<file path="src/rtl/evt_irq_pkg.sv">
package evt_irq_pkg;

  localparam int REG_W = 8;
  localparam int PAYLOAD_W = REG_W - 1;

  typedef enum logic {
    SEL_STATUS = 1'b0,
    SEL_MASK   = 1'b1
  } reg_sel_e;

  // Set/clear update of an enable vector; wd[REG_W-1] chooses the direction.
  function automatic logic [PAYLOAD_W-1:0] mask_apply(
    input logic [PAYLOAD_W-1:0] cur,
    input logic [REG_W-1:0]     wd
  );
    logic [PAYLOAD_W-1:0] pick;
    pick = wd[PAYLOAD_W-1:0];
    if (wd[REG_W-1]) mask_apply = cur | pick;
    else             mask_apply = cur & ~pick;
  endfunction

  // Any enabled flag pending.
  function automatic logic pending_any(
    input logic [PAYLOAD_W-1:0] flg,
    input logic [PAYLOAD_W-1:0] msk
  );
    pending_any = |(flg & msk);
  endfunction

endpackage

</file>
<file path="src/rtl/evt_flag_bank.sv">
module evt_flag_bank #(
  parameter int NUM_SRC = 5
) (
  input  logic               clk,
  input  logic               rst_n,
  input  logic               clr_all,
  input  logic [NUM_SRC-1:0] evt_pulse,
  output logic [NUM_SRC-1:0] flag_q
);

  for (genvar i = 0; i < NUM_SRC; i++) begin : g_flag
    logic held;
    assign held = clr_all ? 1'b0 : flag_q[i];
    always_ff @(posedge clk or negedge rst_n) begin
      if (!rst_n) flag_q[i] <= 1'b0;
      else        flag_q[i] <= held | evt_pulse[i];
    end
  end

endmodule

</file>
<file path="src/rtl/evt_mask_reg.sv">
module evt_mask_reg
  import evt_irq_pkg::*;
#(
  parameter int NUM_SRC = 5
) (
  input  logic               clk,
  input  logic               rst_n,
  input  logic               wr_mask,
  input  logic [REG_W-1:0]   wdata,
  output logic [NUM_SRC-1:0] mask_q
);

  localparam int PAD = PAYLOAD_W - NUM_SRC;

  logic [PAYLOAD_W-1:0] cur_wide;
  logic [PAYLOAD_W-1:0] nxt_wide;

  assign cur_wide = {{PAD{1'b0}}, mask_q};
  assign nxt_wide = mask_apply(cur_wide, wdata);

  always_ff @(posedge clk or negedge rst_n) begin
    if (!rst_n)       mask_q <= '0;
    else if (wr_mask) mask_q <= nxt_wide[NUM_SRC-1:0];
  end

endmodule

</file>
<file path="src/rtl/evt_irq_out.sv">
module evt_irq_out (
  input  logic clk,
  input  logic rst_n,
  input  logic pending,
  output logic irq_q
);

  always_ff @(posedge clk or negedge rst_n) begin
    if (!rst_n) irq_q <= 1'b0;
    else        irq_q <= pending;
  end

endmodule

</file>
<file path="src/rtl/evt_irq_ctrl.sv">
module evt_irq_ctrl
  import evt_irq_pkg::*;
#(
  parameter int NUM_SRC = 5
) (
  input  logic               clk,
  input  logic               rst_n,
  input  logic               reg_sel,
  input  logic               wr_en,
  input  logic               rd_en,
  input  logic [REG_W-1:0]   wdata,
  output logic [REG_W-1:0]   rdata,
  input  logic [NUM_SRC-1:0] evt_pulse,
  output logic               irq
);

  localparam int PAD_STAT = REG_W - 1 - NUM_SRC;
  localparam int PAD_CMP  = PAYLOAD_W - NUM_SRC;

  logic [NUM_SRC-1:0] flag_vec;
  logic [NUM_SRC-1:0] mask_vec;
  logic               status_rd;
  logic               mask_wr;
  logic               any_pending;
  logic [REG_W-1:0]   status_byte;

  assign status_rd = rd_en && (reg_sel == SEL_STATUS);
  assign mask_wr   = wr_en && (reg_sel == SEL_MASK);

  assign any_pending = pending_any({{PAD_CMP{1'b0}}, flag_vec},
                                   {{PAD_CMP{1'b0}}, mask_vec});
  assign status_byte = {any_pending, {PAD_STAT{1'b0}}, flag_vec};
  assign rdata       = status_rd ? status_byte : '0;

  evt_flag_bank #(.NUM_SRC(NUM_SRC)) flags_i (
    .clk      (clk),
    .rst_n    (rst_n),
    .clr_all  (status_rd),
    .evt_pulse(evt_pulse),
    .flag_q   (flag_vec)
  );

  evt_mask_reg #(.NUM_SRC(NUM_SRC)) mask_i (
    .clk    (clk),
    .rst_n  (rst_n),
    .wr_mask(mask_wr),
    .wdata  (wdata),
    .mask_q (mask_vec)
  );

  evt_irq_out irq_i (
    .clk    (clk),
    .rst_n  (rst_n),
    .pending(any_pending),
    .irq_q  (irq)
  );

endmodule

</file>
<file path="config.mk">
export PLATFORM = sky130hd
export DESIGN_NAME = evt_irq_ctrl
export DESIGN_NICKNAME = d
export VERILOG_FILES = /design/src/rtl/evt_irq_pkg.sv /design/src/rtl/evt_flag_bank.sv /design/src/rtl/evt_mask_reg.sv /design/src/rtl/evt_irq_out.sv /design/src/rtl/evt_irq_ctrl.sv
export SDC_FILE = /design/constraint.sdc
export NUM_CORES = 1
export LEC_CHECK = 0
export ABC_AREA = 1
export BUFFER_PORTS_ARGS = -buffer_cell sky130_fd_sc_hd__buf_4
export CORE_MARGIN = 4
export CORE_UTILIZATION = 28
export DETAILED_ROUTE_END_ITERATION = 16
export HOLD_SLACK_MARGIN = 0.1
export PLACE_DENSITY_LB_ADDON = 0.08
export REMOVE_ABC_BUFFERS = 1
export SYNTH_ARGS = -nofsm -noshare
export SYNTH_HDL_FRONTEND = slang
export SYNTH_SLANG_ARGS = --single-unit
</file>
<file path="constraint.sdc">
create_clock -name clk -period 1.1 [get_ports clk]
set_input_delay 0.055 -clock clk [delete_from_list [all_inputs] [get_ports clk]]
set_output_delay 0.055 -clock clk [all_outputs]
set_load 0.02 [all_outputs]
</file>
==> results of run 1 <==
[cells in the mapped netlist]
| library cell | n | share of area |
|---|---|---|
| buf_4 | 2 | 0.030 |
| clkinv_2 | 1 | 0.0099 |
| conb_1 | 1 | 0.0074 |
| dfrtp_1 | 11 | 0.55 |
| inv_1 | 8 | 0.060 |
| inv_2 | 1 | 0.0074 |
| nand2_1 | 16 | 0.12 |
| nand2_2 | 1 | 0.012 |
| nand3_1 | 1 | 0.0099 |
| nor2_1 | 7 | 0.052 |
| nor2_4 | 1 | 0.022 |
| o21ai_1 | 5 | 0.050 |
| o21bai_1 | 5 | 0.074 |
[routing by layer]
metal	vias to the layer above	routed length [µm]	track usage
met4	0	14	0.0404
met3	2	62	0.0356
met2	14	598	0.176
li1	266	-	-
met1	223	497	0.124
met5	-	0	0
[layout make-up]
class,instances,area share
repair buffers,40,0.367
flip-flops and latches,11,0.309
multi-input cells,38,0.215
inverters,10,0.0435
well taps,25,0.0351
clock buffers,3,0.0252
clock inverters,1,0.00561
[worst paths after layout]
check                                   from                    endpoint  cells after the start
setup reg to reg                    register                    register                      4
max in group asynchronous              rst_n                 irq_i.irq_q                      2
setup / recovery           flags_i.flag_q[3]                    rdata[7]                      5
hold reg to reg                     register                    register                      2
min in group asynchronous              rst_n  asynchronous set/reset pin                      2
hold / removal                       reg_sel           flags_i.flag_q[3]                      3
[timing repair]
action | in CTS | in global routing
endpoints found under the setup margin | 1 | 3
pin swaps | 4 | 5
cloned | 0 | 0
endpoints found under the hold margin | 21 | 1
resized for setup | 3 | 3
setup buffers | 4 | 3
[power groups by stage]
stage | logic [mW] | clock network [mW] | registers, mW
after floorplan | 0.112 | 0 | 0.489
after global placement | 0.219 | 0 | 0.486
after detailed placement | 0.221 | 0 | 0.486
after CTS | 0.286 | 0.282 | 0.477
after global routing | 0.346 | 0.308 | 0.483
final | 0.313 | 0.271 | 0.477
[cell families after synthesis]
group,Yosys count,synth area share
buf+inv,12,0.107
other cells,1,0.00744
compound gates,10,0.124
flops,11,0.546
simple gates,26,0.216
[critical path, delay by kind of cell, from the launching register on]
kind	cells	cell delay [ns]
buf+inv	1	0.15
flops	1	0.39
simple gates	4	0.30
==> flow_summary_export.csv, run 1 <==
group,metric,value,unit
outcome,status,"finished with violations",
outcome,violations,"negative setup slack",
finish,fin_area,892,µm²
placed_design,dp_hpwl,855,µm
synth,seq_area_frac_synth,0.546,
grt,grt_pass1_wl,2010,µm
min_path,min_path_type,"input pin to register",
placed_design,place_inst,106,
critical_path,r2r_setup_slack,0.25,ns
finish,register_area,275,µm²
sta,period_share,1.06,
clock_tree,clk_pin_slew_worst_paths,0.08,ns
power_and_ir_drop,clkPwrFrac,0.256,
drt,drcViolationCount,0,
critical_path,crit_path_max_fanout,2,
critical_path,timing_worst_setup_path_type,"register to output port",
critical_path,crit_chain,"nand2_1 -> nand3_2 -> nor2_4 -> nor2_1 -> buf_4",
drt,drtIter0Drc,6,
drt,wl_per_cell,9.17,µm
finish,fin_util,0.522,
drt,vias_per_cell,3.95,
die,chipHeight,50.4,µm
clock_tree,clock-sinks,11,
job,maxCapViolCount,0,
power_and_ir_drop,p_comb_frac,0.295,
sta,fin_setup_tns,-0.0669,ns
sta,clock.fmax,857,MHz
grt,grt_pass1_vias,488,
die,die_x,50.4,µm
critical_path,cp-end-kind,"output port",
sta,setup_viol,1,
critical_path,max_stage_delay,0.39,ns
finish,diodes,0,
power_and_ir_drop,p_per_area,1190,nW/µm²
finish,most-common-layout-cells,"29 x buf_4, 16 x nand2_1, 11 x dfrtp_1, 11 x dlygate4sd3_1, 6 x nor2_1",
power_and_ir_drop,swShare,0.286,
grt,overflow,0,
clock_tree,clkLatencyLatePin,0.27,ns
power_and_ir_drop,p_int,0.757,mW
sta,fin_skew,0.00690,ns
clock_tree,clockBufferDepth,2,
power_and_ir_drop,leakage,0.483,nW
clock_tree,cts_tree,"done",
finish,fin_cells,128,
sta,hold_slack,0.0874,ns
grt,grt_max_degree,12,
critical_path,cp_data_arrival_time,1.11,ns
finish,area_delta_synth_final,76.9,%
die,initial_core_util,0.295,
finish,final_common_cell,"buf_4",
finish,fill_cells,173,
placed_design,dp_slack,0.193,ns
synth,syn_area,504,µm²
drt,routed_wl,1170,µm
drt,vias,505,
clock_tree,cts_hold_buffers,11,
drt,antenna_violating_nets_post_route,0,
clock_tree,numCtsBuffers,3,
sta,finalHoldViolCount,0,
placed_design,io_buffer_count,22,
clock_tree,root_buffer,"clkbuf_4",
die,die_area,2540,µm²
sta,rsz0062_at_grt,"true",
grt,grtUsageTotal,0.105,
critical_path,crit_required,1.04,ns
finish,finish.net_count,122,
placed_design,place_area,689,µm²
drt,dr.pass1.iters,4,
synth,syn_inst,60,
sta,fin_ws,-0.0669,ns
synth,synth_cell_types,13,
grt,antenna_found_initial,0,
placed_design,gp_congestion,0.656,
synth,synth.avg_cell_area,8.40,µm²
die,io_pins,27,
power_and_ir_drop,switchingPower,0.304,mW
synth,yosysWarnings,0,
critical_path,cp_slowest_cell,"dfrtp_1",
power_and_ir_drop,p_total,1.06,mW
clock_tree,htreeDepth,1,
power_and_ir_drop,irDropWorstVdd,774,µV
sta,final.min_clock_period,1.17,ns
sta,maxSlewViolCount,0,
finish,drive_above_1_share,0.408,
critical_path,cp-start-kind,"register",
synth,ys_seq_elements,11,
die,core.rowCount,15,
power_and_ir_drop,seq_power_share,0.449,
finish,multi_input_area,191,µm²
die,core_area,1710,µm²
Power figures use the tool's default switching activity.
==> run 2: changes to the inputs <==
--- a/config.mk
+++ b/config.mk
@@ -7,6 +7,8 @@
 export LEC_CHECK = 0
 export ABC_AREA = 1
 export BUFFER_PORTS_ARGS = -buffer_cell sky130_fd_sc_hd__buf_4
+export CELL_PAD_IN_SITES_DETAIL_PLACEMENT = 0
+export CELL_PAD_IN_SITES_GLOBAL_PLACEMENT = 1
 export CORE_MARGIN = 4
 export CORE_UTILIZATION = 28
 export DETAILED_ROUTE_END_ITERATION = 16
==> flow_summary_export.csv, run 2 (same netlist as run 1, synthesis figures left out) <==
group,metric,value,unit
outcome,status,"finished with violations",
outcome,violations,"negative setup slack",
grt,met2_usage,0.148,
drt,wl_per_cell,8.85,µm
sta,final.min_clock_period,1.18,ns
critical_path,cp_top_family,"flip-flops",
die,core_area,1710,µm²
critical_path,cp-start-kind,"register",
die,die_x,50.4,µm
grt,antenna_found_initial,0,
grt,grtUsageTotal,0.0955,
clock_tree,numCtsBuffers,3,
min_path,holdPathStages,3,
drt,routed_wl,1120,µm
finish,finish.net_count,120,
clock_tree,root_buffer,"clkbuf_4",
die,chipHeight,50.4,µm
placed_design,place_area,697,µm²
clock_tree,cts_tree,"done",
grt,grt_pass1_vias,437,
job,maxCapViolCount,0,
power_and_ir_drop,leakage,0.472,nW
clock_tree,htreeDepth,1,
finish,area_delta_synth_final,71.7,%
critical_path,ff2ff_path_depth,5,
grt,grt_most_used_layer,"met2",
critical_path,max_stage_delay,0.38,ns
power_and_ir_drop,irDropWorstVdd,669,µV
drt,drtIter0Drc,6,
power_and_ir_drop,p_per_area,1190,nW/µm²
clock_tree,clkLatencyLatePin,0.26,ns
finish,drive_above_1_share,0.356,
critical_path,crit_chain,"nand2_1 -> nand3_1 -> nor2_2 -> nor2_1 -> buf_4",
grt,met3_usage,0.0386,
grt,use_met1,0.117,
critical_path,critPathBufInv,1,
clock_tree,clock-sinks,11,
drt,vias_per_cell,3.96,
critical_path,cp_data_arrival_time,1.13,ns
drt,dr.pass1.iters,4,
sta,fin_ws,-0.0809,ns
finish,most-common-layout-cells,"27 x buf_4, 16 x nand2_1, 11 x dfrtp_1, 11 x dlygate4sd3_1, 7 x inv_1",
critical_path,crit_required,1.04,ns
die,io_pins,27,
sta,hold_slack,0.115,ns
clock_tree,clockBufferDepth,2,
sta,clock.fmax,847,MHz
placed_design,dp_hpwl,857,µm
min_path,min_path_type,"input pin to register",
sta,rsz0062_at_grt,"true",
placed_design,gp_congestion,0.664,
sta,fin_setup_tns,-0.0809,ns
critical_path,worstSetupPathDepth,5,
drt,drcViolationCount,0,
drt,antenna_violating_nets_post_route,0,
finish,fin_util,0.507,
finish,diodes,0,
placed_design,io_buffer_count,22,
die,die_area,2540,µm²
critical_path,crit_path_max_fanout,2,
placed_design,place_inst,107,
critical_path,r2r_setup_slack,0.20,ns
die,initial_core_util,0.295,
clock_tree,clk_pin_slew_worst_paths,0.07,ns
grt,overflow,0,
critical_path,cp_slowest_cell,"dfrtp_1",
critical_path,cp-end-kind,"output port",
sta,fin_skew,0.00458,ns
finish,final_common_cell,"buf_4",
sta,setup_viol,1,
sta,finalHoldViolCount,0,
finish,fin_area,866,µm²
die,core.rowCount,15,
grt,grt_max_degree,12,
grt,grt_pass1_wl,1790,µm
sta,period_share,1.07,
critical_path,timing_worst_setup_path_type,"register to output port",
finish,fin_cells,126,
sta,maxSlewViolCount,0,
drt,vias,499,
finish,fill_cells,195,
run 2: layer usage:
metal | up-vias | wire (µm)
li1 | 260 | -
met1 | 224 | 505
met2 | 13 | 522
met3 | 2 | 75
met4 | 0 | 11
met5 | - | 0
run 2: repair_timing:
item                                    4_1_cts  5_1_grt
endpoints found under the setup margin        1        1
cloned                                        0        0
resized for setup                             1        1
hold buffers                                 11        0
endpoints found under the hold margin        21        0
buffers inserted                              2        2
pin swaps                                     1        3
run 2: metrics by stage:
step | worst slack, ns | power, mW
final | -0.0809 | 1.03
after global routing | -0.149 | 1.10
after CTS | -0.0739 | 1.04
after detailed placement | 0.195 | 0.711
after global placement | 0.193 | 0.708
after floorplan | 0.282 | 0.601
run 2: report_power, final:
part	leakage [nW]	internal [mW]	total, mW	switching (mW)
clock	0.0150	0.140	0.265	0.125
combinational	0.335	0.157	0.287	0.130
sequential	0.122	0.453	0.477	0.0242
run 2: area by class of cell:
cell class,instances,area [µm²],share of cell area
Inverter,10,38.8,0.0448
Tap cell,25,31.3,0.0361
Timing Repair Buffer,38,313,0.361
Sequential cell,11,275,0.318
Multi-Input combinational cell,38,181,0.210
Clock buffer,4,26.3,0.0303
run 2: worst paths after layout:
check                         start                          to
setup / recovery           register                    rdata[7]
hold / removal             wdata[7]                    register
setup reg to reg           register                 irq_i.irq_q
hold reg to reg            register                    register
max in group asynchronous     rst_n           flags_i.flag_q[3]
min in group asynchronous     rst_n  asynchronous set/reset pin
run 2: worst reg2reg max path, cell delays in order, from the launching register on:
cell,delay [ns]
dfrtp_1,0.38
nand2_1,0.07
nand3_1,0.08
nor2_2,0.13
buf_4,0.11
inv_1,0.03
